File: src/rtl/tba_pkg.sv
package tba_pkg;
  typedef enum logic [1:0] {
    DEC_NONE   = 2'd0,
    DEC_GRANT  = 2'd1,
    DEC_DEFER  = 2'd2,
    DEC_REJECT = 2'd3
  } decision_e;
endpackage

File: src/rtl/tba_fit_check.sv
module tba_fit_check
  import tba_pkg::*;
#(
  parameter int MAX_THREADS = 768,
  parameter int NUM_REGS    = 8192,
  parameter int SMEM_BYTES  = 16384,
  parameter int REQ_THR_W   = 11,
  parameter int RPT_W       = 8,
  parameter int REQ_SMEM_W  = 16,
  parameter int THR_W       = 10,
  parameter int REG_W       = 14,
  parameter int SMEM_W      = 15,
  localparam int DEM_W      = REQ_THR_W + RPT_W
) (
  input  logic [REQ_THR_W-1:0]  threads_i,
  input  logic [RPT_W-1:0]      rpt_i,
  input  logic [REQ_SMEM_W-1:0] smem_i,
  input  logic                  any_free_i,
  input  logic [THR_W-1:0]      threads_used_i,
  input  logic [REG_W-1:0]      reg_ptr_i,
  input  logic [SMEM_W-1:0]     smem_used_i,
  output decision_e             dec_o,
  output logic [DEM_W-1:0]      demand_o
);
  localparam int CW = 32;

  logic [CW-1:0] thr_sum, reg_sum, smem_sum;
  logic          never_fits, fits_now;

  always_comb begin
    demand_o = DEM_W'(threads_i) * DEM_W'(rpt_i);
    thr_sum  = CW'(threads_used_i) + CW'(threads_i);
    reg_sum  = CW'(reg_ptr_i) + CW'(demand_o);
    smem_sum = CW'(smem_used_i) + CW'(smem_i);

    never_fits = (threads_i == '0)
              || (CW'(threads_i) > CW'(MAX_THREADS))
              || (CW'(demand_o) > CW'(NUM_REGS))
              || (CW'(smem_i) > CW'(SMEM_BYTES));

    fits_now = any_free_i
            && (thr_sum <= CW'(MAX_THREADS))
            && (reg_sum <= CW'(NUM_REGS))
            && (smem_sum <= CW'(SMEM_BYTES));

    if (never_fits)    dec_o = DEC_REJECT;
    else if (fits_now) dec_o = DEC_GRANT;
    else               dec_o = DEC_DEFER;
  end
endmodule

File: src/rtl/tba_slot_table.sv
module tba_slot_table #(
  parameter int MAX_BLOCKS = 8,
  parameter int THR_W      = 10,
  parameter int REG_W      = 14,
  parameter int SMEM_W     = 15,
  localparam int SLOT_W    = (MAX_BLOCKS > 1) ? $clog2(MAX_BLOCKS) : 1
) (
  input  logic              clk_i,
  input  logic              rst_ni,
  input  logic              alloc_i,
  input  logic [THR_W-1:0]  alloc_threads_i,
  input  logic [REG_W-1:0]  alloc_regs_i,
  input  logic [SMEM_W-1:0] alloc_smem_i,
  input  logic              retire_i,
  input  logic [SLOT_W-1:0] retire_slot_i,
  output logic              any_free_o,
  output logic [SLOT_W-1:0] free_slot_o,
  output logic              ret_valid_o,
  output logic [THR_W-1:0]  ret_threads_o,
  output logic [REG_W-1:0]  ret_regs_o,
  output logic [SMEM_W-1:0] ret_smem_o
);
  logic [MAX_BLOCKS-1:0] busy_q;
  logic [THR_W-1:0]      thr_q  [MAX_BLOCKS];
  logic [REG_W-1:0]      reg_q  [MAX_BLOCKS];
  logic [SMEM_W-1:0]     smem_q [MAX_BLOCKS];

  // lowest free slot wins
  always_comb begin
    any_free_o  = 1'b0;
    free_slot_o = '0;
    for (int i = MAX_BLOCKS - 1; i >= 0; i--) begin
      if (!busy_q[i]) begin
        any_free_o  = 1'b1;
        free_slot_o = SLOT_W'(i);
      end
    end
  end

  always_comb begin
    ret_valid_o   = retire_i && busy_q[retire_slot_i];
    ret_threads_o = thr_q[retire_slot_i];
    ret_regs_o    = reg_q[retire_slot_i];
    ret_smem_o    = smem_q[retire_slot_i];
  end

  for (genvar s = 0; s < MAX_BLOCKS; s++) begin : g_slot
    logic take, drop;
    assign take = alloc_i && any_free_o && (free_slot_o == SLOT_W'(s));
    assign drop = ret_valid_o && (retire_slot_i == SLOT_W'(s));

    always_ff @(posedge clk_i or negedge rst_ni) begin
      if (!rst_ni) begin
        busy_q[s] <= 1'b0;
        thr_q[s]  <= '0;
        reg_q[s]  <= '0;
        smem_q[s] <= '0;
      end else if (take) begin
        busy_q[s] <= 1'b1;
        thr_q[s]  <= alloc_threads_i;
        reg_q[s]  <= alloc_regs_i;
        smem_q[s] <= alloc_smem_i;
      end else if (drop) begin
        busy_q[s] <= 1'b0;
      end
    end
  end

  assert_alloc_free_R8: assert property (@(posedge clk_i) disable iff (!rst_ni)
    alloc_i |-> any_free_o);
endmodule

File: src/rtl/tba_admit_ctrl.sv
module tba_admit_ctrl
  import tba_pkg::*;
#(
  parameter int MAX_BLOCKS  = 8,
  parameter int MAX_THREADS = 768,
  parameter int NUM_REGS    = 8192,
  parameter int SMEM_BYTES  = 16384,
  parameter int REQ_THR_W   = 11,
  parameter int RPT_W       = 8,
  parameter int REQ_SMEM_W  = 16,
  localparam int SLOT_W     = (MAX_BLOCKS > 1) ? $clog2(MAX_BLOCKS) : 1,
  localparam int BLK_W      = $clog2(MAX_BLOCKS + 1),
  localparam int THR_W      = $clog2(MAX_THREADS + 1),
  localparam int REG_W      = $clog2(NUM_REGS + 1),
  localparam int SMEM_W     = $clog2(SMEM_BYTES + 1),
  localparam int DEM_W      = REQ_THR_W + RPT_W
) (
  input  logic                  clk_i,
  input  logic                  rst_ni,
  input  logic                  req_valid_i,
  input  logic [REQ_THR_W-1:0]  req_threads_i,
  input  logic [RPT_W-1:0]      req_rpt_i,
  input  logic [REQ_SMEM_W-1:0] req_smem_i,
  input  logic                  retire_i,
  input  logic [SLOT_W-1:0]     retire_slot_i,
  output logic                  grant_o,
  output logic                  defer_o,
  output logic                  reject_o,
  output logic [SLOT_W-1:0]     slot_o,
  output logic [REG_W-1:0]      reg_base_o,
  output logic [BLK_W-1:0]      blocks_o,
  output logic [THR_W-1:0]      threads_o,
  output logic [REG_W-1:0]      regs_o,
  output logic [SMEM_W-1:0]     smem_o
);
  logic [BLK_W-1:0]  blocks_q, blocks_d;
  logic [THR_W-1:0]  threads_q, threads_d;
  logic [REG_W-1:0]  regs_q, regs_d, ptr_q, ptr_d;
  logic [SMEM_W-1:0] smem_q, smem_d;

  decision_e         dec;
  logic [DEM_W-1:0]  demand;
  logic              any_free, ret_valid;
  logic [SLOT_W-1:0] free_slot;
  logic [THR_W-1:0]  ret_threads;
  logic [REG_W-1:0]  ret_regs;
  logic [SMEM_W-1:0] ret_smem;

  tba_fit_check #(
    .MAX_THREADS (MAX_THREADS),
    .NUM_REGS    (NUM_REGS),
    .SMEM_BYTES  (SMEM_BYTES),
    .REQ_THR_W   (REQ_THR_W),
    .RPT_W       (RPT_W),
    .REQ_SMEM_W  (REQ_SMEM_W),
    .THR_W       (THR_W),
    .REG_W       (REG_W),
    .SMEM_W      (SMEM_W)
  ) i_fit (
    .threads_i      (req_threads_i),
    .rpt_i          (req_rpt_i),
    .smem_i         (req_smem_i),
    .any_free_i     (any_free),
    .threads_used_i (threads_q),
    .reg_ptr_i      (ptr_q),
    .smem_used_i    (smem_q),
    .dec_o          (dec),
    .demand_o       (demand)
  );

  assign grant_o  = req_valid_i && (dec == DEC_GRANT);
  assign defer_o  = req_valid_i && (dec == DEC_DEFER);
  assign reject_o = req_valid_i && (dec == DEC_REJECT);
  assign slot_o   = free_slot;

  tba_slot_table #(
    .MAX_BLOCKS (MAX_BLOCKS),
    .THR_W      (THR_W),
    .REG_W      (REG_W),
    .SMEM_W     (SMEM_W)
  ) i_slots (
    .clk_i           (clk_i),
    .rst_ni          (rst_ni),
    .alloc_i         (grant_o),
    .alloc_threads_i (THR_W'(req_threads_i)),
    .alloc_regs_i    (REG_W'(demand)),
    .alloc_smem_i    (SMEM_W'(req_smem_i)),
    .retire_i        (retire_i),
    .retire_slot_i   (retire_slot_i),
    .any_free_o      (any_free),
    .free_slot_o     (free_slot),
    .ret_valid_o     (ret_valid),
    .ret_threads_o   (ret_threads),
    .ret_regs_o      (ret_regs),
    .ret_smem_o      (ret_smem)
  );

  always_comb begin
    blocks_d  = blocks_q;
    threads_d = threads_q;
    regs_d    = regs_q;
    smem_d    = smem_q;
    ptr_d     = ptr_q;
    if (grant_o) begin
      blocks_d  = blocks_d + BLK_W'(1);
      threads_d = threads_d + THR_W'(req_threads_i);
      regs_d    = regs_d + REG_W'(demand);
      smem_d    = smem_d + SMEM_W'(req_smem_i);
      ptr_d     = ptr_d + REG_W'(demand);
    end
    if (ret_valid) begin
      blocks_d  = blocks_d - BLK_W'(1);
      threads_d = threads_d - ret_threads;
      regs_d    = regs_d - ret_regs;
      smem_d    = smem_d - ret_smem;
    end
    // compact only once nothing is resident
    if (blocks_d == '0) ptr_d = '0;
  end

  always_ff @(posedge clk_i or negedge rst_ni) begin
    if (!rst_ni) begin
      blocks_q  <= '0;
      threads_q <= '0;
      regs_q    <= '0;
      smem_q    <= '0;
      ptr_q     <= '0;
    end else begin
      blocks_q  <= blocks_d;
      threads_q <= threads_d;
      regs_q    <= regs_d;
      smem_q    <= smem_d;
      ptr_q     <= ptr_d;
    end
  end

  assign blocks_o   = blocks_q;
  assign threads_o  = threads_q;
  assign regs_o     = regs_q;
  assign smem_o     = smem_q;
  assign reg_base_o = ptr_q;

  assert_one_outcome_R10: assert property (@(posedge clk_i) disable iff (!rst_ni)
    $onehot0({grant_o, defer_o, reject_o}));

  assert_quiet_idle_R10: assert property (@(posedge clk_i) disable iff (!rst_ni)
    !req_valid_i |-> !(grant_o || defer_o || reject_o));

  assert_hold_on_refusal_R3: assert property (@(posedge clk_i) disable iff (!rst_ni)
    (req_valid_i && (defer_o || reject_o) && !retire_i) |=>
      ($stable(blocks_o) && $stable(threads_o) && $stable(regs_o)
       && $stable(smem_o) && $stable(reg_base_o)));

  assert_grant_adds_block_R4: assert property (@(posedge clk_i) disable iff (!rst_ni)
    (grant_o && !retire_i) |=> (blocks_o == $past(blocks_o) + BLK_W'(1)));

  assert_within_limits_R1: assert property (@(posedge clk_i) disable iff (!rst_ni)
    (32'(threads_o) <= 32'(MAX_THREADS)) && (32'(reg_base_o) <= 32'(NUM_REGS))
    && (32'(smem_o) <= 32'(SMEM_BYTES)) && (32'(blocks_o) <= 32'(MAX_BLOCKS)));

  assert_empty_compacts_R7: assert property (@(posedge clk_i) disable iff (!rst_ni)
    (blocks_o == '0) |-> (reg_base_o == '0 && regs_o == '0));

  assert_live_below_ptr_R7: assert property (@(posedge clk_i) disable iff (!rst_ni)
    regs_o <= reg_base_o);
endmodule

File: config.mk
export PLATFORM = sky130hd
export DESIGN_NAME = tba_admit_ctrl
export DESIGN_NICKNAME = d
export VERILOG_FILES = /design/src/rtl/tba_pkg.sv /design/src/rtl/tba_fit_check.sv /design/src/rtl/tba_slot_table.sv /design/src/rtl/tba_admit_ctrl.sv
export SDC_FILE = /design/constraint.sdc
export NUM_CORES = 1
export LEC_CHECK = 0
export BUFFER_PORTS_ARGS = -buffer_cell sky130_fd_sc_hd__buf_2
export CORE_MARGIN = 8
export CORE_UTILIZATION = 54
export CTS_CLUSTER_DIAMETER = 150
export DETAILED_ROUTE_END_ITERATION = 7
export GPL_ROUTABILITY_DRIVEN = 0
export PLACE_DENSITY = 0.72
export SLEW_MARGIN = 10
export SYNTH_ARGS = -nofsm -noshare
export SYNTH_HDL_FRONTEND = slang
export SYNTH_HIERARCHICAL = 1
export SYNTH_SLANG_ARGS = --single-unit
File: constraint.sdc
create_clock -name clk_i -period 20.7 [get_ports clk_i]
set_input_delay 3.105 -clock clk_i [delete_from_list [all_inputs] [get_ports clk_i]]
set_output_delay 3.105 -clock clk_i [all_outputs]
set_load 0.01 [all_outputs]
# After elaboration in Yosys (flattened, before gate mapping)
# Cells that the tools add are included.
[totals] inputBits=42 output_inout_bits=63 register_bits=377 wordCells=171
[classes] n_reduce_logical=40 n_lt_le_gt_ge=8 eq_ne=17 multipliers=1 bitwise=1 add_sub_neg=12 mux=55
[ops] cell="$mux W14" count=6
[ops] cell="$mux W15" count=4
[ops] cell="$bmux W15 S3" count=1
[ops] cell="$bmux W14 S3" count=1
[ops] cell="$mux W10" count=4
[ops] cell="$le A32 B10 Y1 const B" count=1
[ops] cell="$le A32 B14 Y1 const B" count=1
[ops] cell="$le A32 B15 Y1 const B" count=1
[ops] cell="$bmux W10 S3" count=1
[ops] cell="$add A14 B14 Y14" count=2
[ops] cell="$mux W1" count=25
[ops] cell="$eq A3 B3 Y1 const B" count=8
[ops] cell="$logic_and A1 B1 Y1" count=24
[ops] cell="$mux W3" count=8
[ops] cell="$add A14 B19 Y20" count=1
[ops] cell="$gt A19 B14 Y1 const B" count=1
[ops] cell="$mul A11 B8 Y19" count=1
[ops] cell="$reduce_bool A2 Y1" count=9
[ops] cell="$add A15 B16 Y17" count=1
[ops] cell="$gt A16 B15 Y1 const B" count=1
[ops] cell="$add A15 B15 Y15" count=1
[ops] cell="$sub A15 B15 Y15" count=1
[ops] cell="$sub A14 B14 Y14" count=1
[ops] cell="$add A10 B11 Y12" count=1
[ops] cell="other kinds (19)" count=29

# Depth between registers and ports, before layout
# Gate-level depths: netlist (run 1).
[logic_depth] depth_word=20 mapped_depth=43 depth_no_buf=39

# Hierarchy
# Netlist (run 1), hierarchy kept.
[modules_own_cells] module="tba_slot_table" seq_area_each_um2=8007.7 instances=1 area_each_um2=14357.5 cells_per_inst=861
[modules_own_cells] module="tba_admit_ctrl" seq_area_each_um2=1426.4 instances=1 area_each_um2=6822.8 cells_per_inst=822
[modules_own_cells] module="tba_fit_check" seq_area_each_um2=0.0 instances=1 area_each_um2=5321.4 cells_per_inst=680

# Worst setup path before layout (run 1)
# OpenSTA, ideal clock, no wires.
[synth_timing] kind="input to output" start="in req_rpt_i[7]" end="out grant_o" t_required_ns=17.595 cell_stages=30 setup_slack_ns=7.470 n_path_buf=5 arrival_time_ns=10.125 cell_sequence="clkbuf_1 > nand2_1 > fa_1 > fa_1 > inv_1 > fa_1 > inv_1 > fa_1 > inv_1 > ha_1 > and2_4 > nand3_1 > and3_1 > xnor2_1 > ha_1 > buf_2 > nand3_1 > nor2_1 > a221o_1 > or4_1 > nor4_2 > a211oi_1 > nor4b_2 > nor4b_2 > nand2_1 > nand3b_1 > inv_1 > buf_2 > buf_2 > buf_2"
[synth_via] elab_chain_cells=9 elab_cells_between_ends=12 classes_between="add/sub (1); mul (1); order compare (2); eq/ne (1); mux (2); reduce/logical (5)"
[synth_rtl] element="from (decl)" line_no="tba_admit_ctrl.sv:22" source="input logic [RPT_W-1:0] req_rpt_i,"
[synth_rtl] element="$mul A11 B8 Y19 (*)" line_no="tba_fit_check.sv:31" source="demand_o = DEM_W'(threads_i) * DEM_W'(rpt_i);"
[synth_rtl] element="named net demand[8]" line_no="tba_admit_ctrl.sv:42" source="logic [DEM_W-1:0] demand;"
[synth_rtl] element="$add A14 B19 Y20" line_no="tba_fit_check.sv:33" source="reg_sum = CW'(reg_ptr_i) + CW'(demand_o);"
[synth_rtl] element="$le A32 B14 Y1" line_no="tba_fit_check.sv:43" source="&& (reg_sum <= CW'(NUM_REGS))"
[synth_rtl] element="$logic_and A1 B1 Y1" line_no="tba_fit_check.sv:43"
[synth_rtl] element="$logic_and A1 B1 Y1" line_no="tba_fit_check.sv:44" source="&& (smem_sum <= CW'(SMEM_BYTES));"
[synth_rtl] element="$mux W2" line_no="tba_fit_check.sv:47" source="else if (fits_now) dec_o = DEC_GRANT;"
[synth_rtl] element="$mux W2 (*)" line_no="tba_fit_check.sv:46" source="if (never_fits) dec_o = DEC_REJECT;"
[synth_rtl] element="named net dec[1]" line_no="tba_admit_ctrl.sv:41" source="decision_e dec;"
[synth_rtl] element="$eq A2 B1 Y1 (*)" line_no="tba_admit_ctrl.sv:71" source="assign grant_o = req_valid_i && (dec == DEC_GRANT);"
[synth_rtl] element="$logic_and A1 B1 Y1 (*)" line_no="tba_admit_ctrl.sv:71"
[synth_rtl] element="to (decl)" line_no="tba_admit_ctrl.sv:26" source="output logic grant_o,"
# Mark *: on every way through the listed nets, which the timed path passes. The rest lies on a longest branch.

# Worst setup path in the final report (run 1)
[layout_timing] start="in req_threads_i[1]" end="out grant_o"
[layout_via] elab_chain_cells=9 elab_cells_between_ends=18 classes_between="add/sub (2); mul (1); order compare (4); eq/ne (1); mux (2); reduce/logical (8)"
[layout_rtl] element="from (decl)" line_no="tba_admit_ctrl.sv:21" source="input logic [REQ_THR_W-1:0] req_threads_i,"
[layout_rtl] element="$mul A11 B8 Y19 (*)" line_no="tba_fit_check.sv:31"
[layout_rtl] element="named net demand[12]" line_no="tba_admit_ctrl.sv:42"
[layout_rtl] element="$add A14 B19 Y20" line_no="tba_fit_check.sv:33"
[layout_rtl] element="$le A32 B14 Y1" line_no="tba_fit_check.sv:43"
[layout_rtl] element="$logic_and A1 B1 Y1" line_no="tba_fit_check.sv:43"
[layout_rtl] element="$logic_and A1 B1 Y1" line_no="tba_fit_check.sv:44"
[layout_rtl] element="$mux W2" line_no="tba_fit_check.sv:47"
[layout_rtl] element="$mux W2 (*)" line_no="tba_fit_check.sv:46"
[layout_rtl] element="named net dec[1]" line_no="tba_admit_ctrl.sv:41"
[layout_rtl] element="$eq A2 B1 Y1 (*)" line_no="tba_admit_ctrl.sv:71"
[layout_rtl] element="$logic_and A1 B1 Y1 (*)" line_no="tba_admit_ctrl.sv:71"
# Marks and branches as above.

==> impl_metrics.ini, run 1 <==
[run_status]
outcome = finished clean

[placement]
port_buffers = 104
hpwl_um = 46000
dp_cells = 3014
pre_cts_slack_ns = 7.16

[logic_synthesis]
synth_area_mm2 = 0.0265
postSynthAreaPerCell_um2 = 11.2
yosys_warnings = 6
syn_nets = 2630
syn_inst = 2359

[sta]
layout_min_cycle_time_ns = 13.61
finalSetupViolCount = 0
clock_skew_ns = 0.0216
worst-slew-pin-transition_ns = 1.20
rsz0062_at_grt = no
fmax_mhz = 73.5
min_period_over_period_pct = 65.8
hold_viol = 0
tns_ns = 0
slew_headroom_pct = 19.8
slew_violations = 0
layout_setup_ws_ns = 7.09

[die]
rows = 81
die_w_um = 237
start_util_pct = 54.4
coreArea_mm2 = 0.0486
die_y_um = 237
die_area_mm2 = 0.0564
io_pins = 105

[final_layout]
final_cells = 3093
area_growth_pct = 9.62
fillers = 3890
regArea_mm2 = 0.00943
multi_input_area_mm2 = 0.0160
drive_above_1_share_pct = 28.5
fin_nets = 2708

[route]
wl_met3_um = 3520
ant_nets = 0
drc = 0
route.met2.wl_um = 31900
drt_iter0_markers = 1448
first_pass_iters = 5
wirelength_um = 65900
met1_length_um = 28000
top_layer = met5
vias = 19185
avgViaCountPerCell = 6.20
avgRoutedWirePerCell_um = 21.3

[pwr]
p_leak_nw = 14.1
power.density_mw_per_mm2 = 116
ir_drop_v = 0.0000945

[clock_network]
cts_setup_buffers = 0
cts.reportedPaths.clkPinSlew_ns = 0.06
root_buffer = clkbuf_16
clkSinkCount = 377
holdBufCountCts = 0
clkLatencyLatePin_ns = 0.58
htreeDepth = 2
numCtsBuffers = 43
postCtsResizedCells = 0
clk_path_buf_depth = 3
cts_tree = yes

[worst_setup_path]
end_kind = output port
r2r_slack_ns = 13.64
setup.worst_path.class = in2out
arrival_ns = 10.51
path_max_fanout = 21
critPathMaxStageDelay_ns = 0.70
cp-start-kind = primary input
crit_path_top_delay_cell = xnor2_1
cpMostUsedCell = fa_1
cp.required_ns = 17.59

[job]
drv_cap = 0

[global_routing]
grt_pass1_wl_um = 107000
overflow = 0
grt_pass1_vias = 20218
groute.usage.overall_pct = 23.4
antenna_found_initial = 5
grt_max_degree = 168

[hold_path]
hold_path_class = reg2reg
-- report_power, final --
part / total [W] / switching [W] / internal (W)
Sequential: 0.000814 / 0.0000464 / 0.000768
Clock: 0.000777 / 0.000318 / 0.000459
Combinational: 0.00178 / 0.00108 / 0.000704
Total: 0.00337 / 0.00144 / 0.00193
-- worst paths after layout --
kind | start | endpoint | depth (start not counted)
setup / recovery | req_threads_i[1] | grant_o | 29
hold / removal | i_slots/thr_q[6] | i_slots/thr_q[6] | 1
setup reg to reg | smem_o[0] | smem_o[14] | 26
hold reg to reg | i_slots/thr_q[6] | i_slots/thr_q[6] | 1
max in group asynchronous | rst_ni | i_slots/smem_q[78] | 3
min in group asynchronous | rst_ni | i_slots/thr_q[11] | 1
-- critical path, delay by kind of cell --
kind	cells	cell delay [ns]
fa+ha+maj	6	2.89
simple gates	10	2.28
buf+inv	6	0.72
compound gates	5	0.70
xor+xnor	1	0.70
mux	1	0.09
-- area by class of cell --
type                            count  share of cell area [%]
Tap cell                          622                    2.68
Antenna cell                        3                  0.0259
Clock buffer                       55                    4.21
Clock inverter                     21                   0.810
Multi-Input combinational cell   1732                    55.2
Timing Repair Buffer              134                    2.68
Inverter                          149                    1.93
Sequential cell                   377                    32.5
-- cells in the final DEF, fill, tap and decap left out, drive strengths merged, types with 6 or more instances in the layout --
cell / n
fa: 64
clkinv: 10
and2: 77
dfrtp: 377
nand4: 16
ha: 165
nor4b: 7
xor2: 36
mux2i: 24
o21a: 18
o211ai: 11
and4: 6
nor2: 68
xnor2: 56
a31oi: 21
a21o: 43
and3: 13
o21ai: 84
clkbuf: 55
nand2b: 26
nand3: 31
o31ai: 15
nand3b: 10
buf: 134
or3: 16
o21bai: 13
inv: 153
a211oi: 26
nor2b: 16
nor3: 43
nor3b: 10
nor4: 12
mux4: 80
a21oi: 108
mux2: 372
nand2: 146
-- per-layer routing --
metal | GRT usage, % | vias up
met4 | 9.19 | 6
met3 | 3.88 | 151
met5 | 0 | -
li1 | - | 8783
met2 | 39.8 | 507
met1 | 29.7 | 9738
-- state kept, by name (all words and copies together), names as in the netlist --
register	flops
i_slots/reg_q	112
blocks_o	4
smem_o	15
i_slots/busy_q	8
threads_o	10
regs_o	14
i_slots/thr_q	80
i_slots/smem_q	120
reg_base_o	14
-- stage by stage --
step	hold WS, ns	instance area, um2	utilization (%)	total power [W]
after global placement	0.463	27600	56.7	0.00252
after CTS	0.497	29000	59.7	0.00337
after floorplan	0.453	26500	-	0.00213
after global routing	0.510	29000	59.7	0.00362
final	0.493	29000	59.7	0.00337
after detailed placement	0.484	27600	56.7	0.00258
Power figures use the tool's default switching activity.
==> run 2: changes to the inputs <==
PLACE_DENSITY = 0.75   (was 0.72)
clock period = 11.4 ns   (was 20.7 ns; I/O delays follow)
==> run 2 against run 1 <==
Against the previous run:
- power rose by 83%
- wire length up 1.6%
- hold slack improved by 0.0026 ns
- sequential power increased by 83%
- clock skew increased by 0.0093 ns
- flip-flop and latch count stayed put
- first-iteration DRC count is 1.3% higher
- sequential share of layout area barely moved
- largest power group unchanged
- utilization is essentially flat
- final cell count about the same
==> impl_metrics.ini, run 2 (synthesized netlist as in run 1, its figures left out) <==
[clock_network]
numCtsBuffers = 41
clkSinkCount = 377
htreeDepth = 2
postCtsResizedCells = 0
root_buffer = clkbuf_16
holdBufCountCts = 0
cts_tree = yes
cts_setup_buffers = 0
cts.reportedPaths.clkPinSlew_ns = 0.06
clk_path_buf_depth = 3
clkLatencyLatePin_ns = 0.57

[die]
rows = 81
die_w_um = 237
io_pins = 105
die_area_mm2 = 0.0564
die_y_um = 237
coreArea_mm2 = 0.0486
start_util_pct = 54.4

[global_routing]
groute.usage.overall_pct = 23.8
grt_pass1_vias = 20437
overflow = 0
grt_pass1_wl_um = 109000
grt_max_degree = 175
antenna_found_initial = 3

[final_layout]
final_cell_mix = dfrtp_1 (377), mux2_2 (370), ha_1 (165), inv_1 (148), nand2_1 (145)
area_growth_pct = 9.54
largest_reg_flops = 120
largest_register = i_slots/smem_q
drive_above_1_share_pct = 28.2
final_common_cell = dfrtp_1
largestRegisters = i_slots/smem_q: 120 flops, i_slots/reg_q: 112 flops, i_slots/thr_q: 80 flops
fin_nets = 2712

[placement]
port_buffers = 104
pre_cts_slack_ns = 0.427
hpwl_um = 46800

[route]
avgRoutedWirePerCell_um = 21.6
wirelength_um = 67000
vias = 19481
drc = 0
ant_nets = 0
avgViaCountPerCell = 6.29
first_pass_iters = 5
drt_iter0_markers = 1467

[sta]
slew_violations = 0
hold_viol = 0
fmax_mhz = 91.6
layout_setup_ws_ns = 0.478
tns_ns = 0
finalSetupViolCount = 0
worst-slew-pin-transition_ns = 1.01
slew_headroom_pct = 32.7
rsz0062_at_grt = no
min_period_over_period_pct = 95.8
clock_skew_ns = 0.0309
timing.hold.ws_ns = 0.496
layout_min_cycle_time_ns = 10.92

[pwr]
power_w = 0.00617
p_int_w = 0.00350
p_sw_share_pct = 43.2
power_frac_comb_pct = 54.0
ir_drop_v = 0.000151
power.density_mw_per_mm2 = 213
p_sw_w = 0.00267
clockPowerShare_pct = 21.9
p_leak_nw = 14.1
seq_power_share_pct = 24.1

[worst_setup_path]
path_max_fanout = 19
end_kind = output port
cpMostUsedCell = fa_1
arrival_ns = 9.21
reg2reg_from = smem_o[0]
path_buf_inv = 7
critPathLaunch = req_threads_i[0]
setup.worst_path.class = in2out
crit_path_top_delay_cell = fa_1
crit_family = adder cells
cp.required_ns = 9.69
critPathMaxStageDelay_ns = 0.55
cp-start-kind = primary input

[hold_path]
hp-start = i_slots/thr_q[6]
hold_path_class = reg2reg

[job]
drv_cap = 0

[run_status]
outcome = finished clean
## run 2: worst paths after layout
check,endpoint,slack (ns),cells after the start
setup / recovery,grant_o,0.48,29
hold / removal,i_slots/thr_q[6],0.50,1
setup reg to reg,regs_o[12],5.03,25
hold reg to reg,i_slots/thr_q[6],0.50,1
max in group asynchronous,i_slots/smem_q[75],8.12,3
min in group asynchronous,reg_base_o[3],1.03,1
## run 2: layer usage
layer,track usage (%),up-vias,wire length (um)
li1,-,8803,-
met1,30.4,9911,28400
met2,40.5,597,32400
met3,3.42,168,3550
met4,9.46,2,2620
met5,0,-,16
## run 2: final cells by class
cell class	instances	area [um2]
Antenna cell	2	5.00
Multi-Input combinational cell	1732	16000
Fill cell	3838	19600
Sequential cell	377	9430
Clock buffer	61	1210
Inverter	149	559
Tap cell	622	778
Timing Repair Buffer	140	847
Clock inverter	12	155
## run 2: worst register-to-register path: cells and delay by family (launching register included)
family | cells | cell delay [ns]
multiplexers | 2 | 0.43
AND/OR/NAND/NOR | 7 | 1.53
flip-flops | 1 | 0.43
AO/OA/AOI/OAI | 9 | 2.22
adder cells (fa/ha/maj) | 4 | 1.06
buffers and inverters | 3 | 0.58
## run 2: through the flow
stage          util [%]  cells  cell area, um2
2_1_floorplan         -   2359           26500
3_3_place_gp       56.8   3020           27600
4_1_cts            59.6   3093           29000
5_1_grt            59.6   3093           29000
6_report           59.6   3095           29000
3_5_place_dp       56.8   3020           27600
## run 2: power groups by stage
stage	registers, W	clock network (W)	logic (W)
floorplan	0.00150	0	0.00237
global placement	0.00151	0	0.00315
detailed placement	0.00151	0	0.00327
CTS	0.00148	0.00138	0.00329
global route	0.00149	0.00143	0.00367
finish	0.00149	0.00135	0.00333
==> run 3: changes to the inputs <==
ABC_AREA = 1   (was unset)
MAX_ROUTING_LAYER = met4   (was unset)
SETUP_SLACK_MARGIN = 0.02   (was unset)
==> run 3 against run 2 <==
Against the previous run:
- sequential share of layout area decreased by 1.3 points
- via count grew 37%
- combinational power grew 17%
- sequential power hardly changed
- critical path depth is 4 higher
- maximum frequency grew 9.9%
- first-iteration DRC count grew 110%
- synthesized cell count up 65%
- clock-buffer cell count rose by 1
- setup slack better by 0.98 ns
- critical path type unchanged
- critical endpoint unchanged
- largest cell class unchanged
- highest routed layer is now met4
==> impl_metrics.ini, run 3 <==
[run_status]
outcome = finished clean

[final_layout]
final_cells = 4617
final_cell_mix = nand2_1 (1397), inv_1 (447), dfrtp_1 (377), nand3_1 (214), nand4_1 (214)
largestRegisters = i_slots/smem_q: 120 flops, i_slots/reg_q: 112 flops, i_slots/thr_q: 80 flops
drive_above_1_share_pct = 7.39
fillers = 4675
final_common_cell = nand2_1
largest_register = i_slots/smem_q
area_growth_pct = 9.13
postLayoutCellArea_mm2 = 0.0302
fin_nets = 4174
largest_reg_flops = 120

[logic_synthesis]
syn_nets = 4167
synth_common_cells = nand2_1 (1398), inv_1 (448), dfrtp_1 (377)
netlist.area_leader.share_pct = 34.1
synth_area_leaders = dfrtp_1 (34%), nand2_1 (19%), ha_1 (7.5%)
synth_most_common_cell = nand2_1
seq_area_frac_synth_pct = 34.1
postSynthAreaPerCell_um2 = 7.10
synth_edf_count = 0
synth_cell_types = 48
synth-seq-cells = 377
syn_inst = 3896
yosysTopAreaCell = dfrtp_1
synth_area_mm2 = 0.0277
yosys_warnings = 6
synthArstFlopShare_pct = 100
synth-main-ff-cell = dfrtp_1

[job]
drv_cap = 0

[worst_setup_path]
arrival_ns = 8.23
cp.required_ns = 9.69
path_max_fanout = 18
setup.worst_path.class = in2out
crit_path_top_delay_cell = fa_1
cp-start-kind = primary input
r2r_slack_ns = 6.09
cpMostUsedCell = nand2_1
end_kind = output port
critPathMaxStageDelay_ns = 0.57

[pwr]
power.density_mw_per_mm2 = 227
power_w = 0.00687
ir_drop_v = 0.000306
p_leak_nw = 16.4

[clock_network]
clkSinkCount = 377
cts_tree = yes
postCtsResizedCells = 0
cts.reportedPaths.clkPinSlew_ns = 0.06
cts_setup_buffers = 0
holdBufCountCts = 0
numCtsBuffers = 42
htreeDepth = 2
clk_path_buf_depth = 3
root_buffer = clkbuf_16
clkLatencyLatePin_ns = 0.60

[sta]
worst-slew-pin-transition_ns = 1.14
hold_viol = 0
tns_ns = 0
slew_headroom_pct = 24.0
slew_violations = 0
fmax_mhz = 101
min_period_over_period_pct = 87.2
rsz0062_at_grt = no
layout_min_cycle_time_ns = 9.94
clock_skew_ns = 0.0346
finalSetupViolCount = 0

[global_routing]
grt_max_degree = 173
overflow = 0
grt_pass1_vias = 25105
groute.usage.overall_pct = 29.3
antenna_found_initial = 1
grt_pass1_wl_um = 137000

[die]
start_util_pct = 54.3
die_y_um = 242
io_pins = 105
die_area_mm2 = 0.0588
die_w_um = 242
coreArea_mm2 = 0.0510
rows = 83

[placement]
hpwl_um = 57600
port_buffers = 104
dpl_cell_area_mm2 = 0.0287
dp_cells = 4539

[route]
ant_nets = 0
avgViaCountPerCell = 5.79
drc = 0
wirelength_um = 85500
vias = 26737
first_pass_iters = 8
drt_iter0_markers = 3129
avgRoutedWirePerCell_um = 18.5

[hold_path]
hold_path_class = reg2reg
run 3: metrics by stage:
stage | util (%) | setup slack (ns) | hold WS [ns]
floorplan | - | 1.83 | 0.442
global placement | 56.3 | 1.47 | 0.453
detailed placement | 56.3 | 1.23 | 0.458
CTS | 59.2 | 1.58 | 0.473
global route | 59.2 | 0.870 | 0.488
finish | 59.2 | 1.46 | 0.471
run 3: routing by layer:
layer	global-route usage [%]	vias up	wire length, um
li1	-	12701	-
met1	40.5	12678	37300
met2	43.6	1202	37300
met3	5.13	156	8350
met4	9.29	0	2550
met5	-	-	0
run 3: worst max-delay path: cells and delay by family:
family	cells	cell delay [ns]
AO/OA/AOI/OAI	1	0.13
AND/OR/NAND/NOR	19	2.23
XOR/XNOR	1	0.16
buffers and inverters	6	1.03
adder cells (fa/ha/maj)	6	2.96
run 3: worst paths after layout:
kind                                      from                   to  depth (start not counted)
setup / recovery              req_threads_i[1]              grant_o                         33
hold / removal             i_slots/smem_q[111]  i_slots/smem_q[111]                          2
setup reg to reg                     smem_o[0]   i_slots/smem_q[81]                         25
hold reg to reg            i_slots/smem_q[111]  i_slots/smem_q[111]                          2
max in group asynchronous               rst_ni    i_slots/smem_q[1]                          3
min in group asynchronous               rst_ni        reg_base_o[6]                          1
run 3: area by class of cell:
cell class | count | area (um2) | area share [%]
antenna | 1 | 2.50 | 0.00828
clock buffer | 62 | 1280 | 4.22
clock inverter | 15 | 245 | 0.812
inverter | 461 | 1730 | 5.73
multi-input combinational | 2877 | 15800 | 52.4
sequential | 377 | 9430 | 31.2
tap | 680 | 851 | 2.82
timing repair buffer | 144 | 843 | 2.79
run 3: kinds of logic (layout without fill, tap and decap cells):
logic type      Yosys count  after routing  share of synthesized area [%]
simple gates           2088           2088                           32.3
buf+inv                 642            682                           8.97
compound gates          495            495                           10.5
flops                   377            377                           34.1
fa+ha+maj               229            229                           12.1
xor+xnor                 59             59                           1.87
mux                       6              6                          0.217
other cells               0              1                              0
run 3: power by group:
part           total [W]  leakage, nW  switching, W  internal (W)
registers        0.00151         5.20      0.000104       0.00141
clock network    0.00148        0.751      0.000599      0.000878
logic            0.00388         10.4       0.00255       0.00133
total            0.00687         16.4       0.00326       0.00361
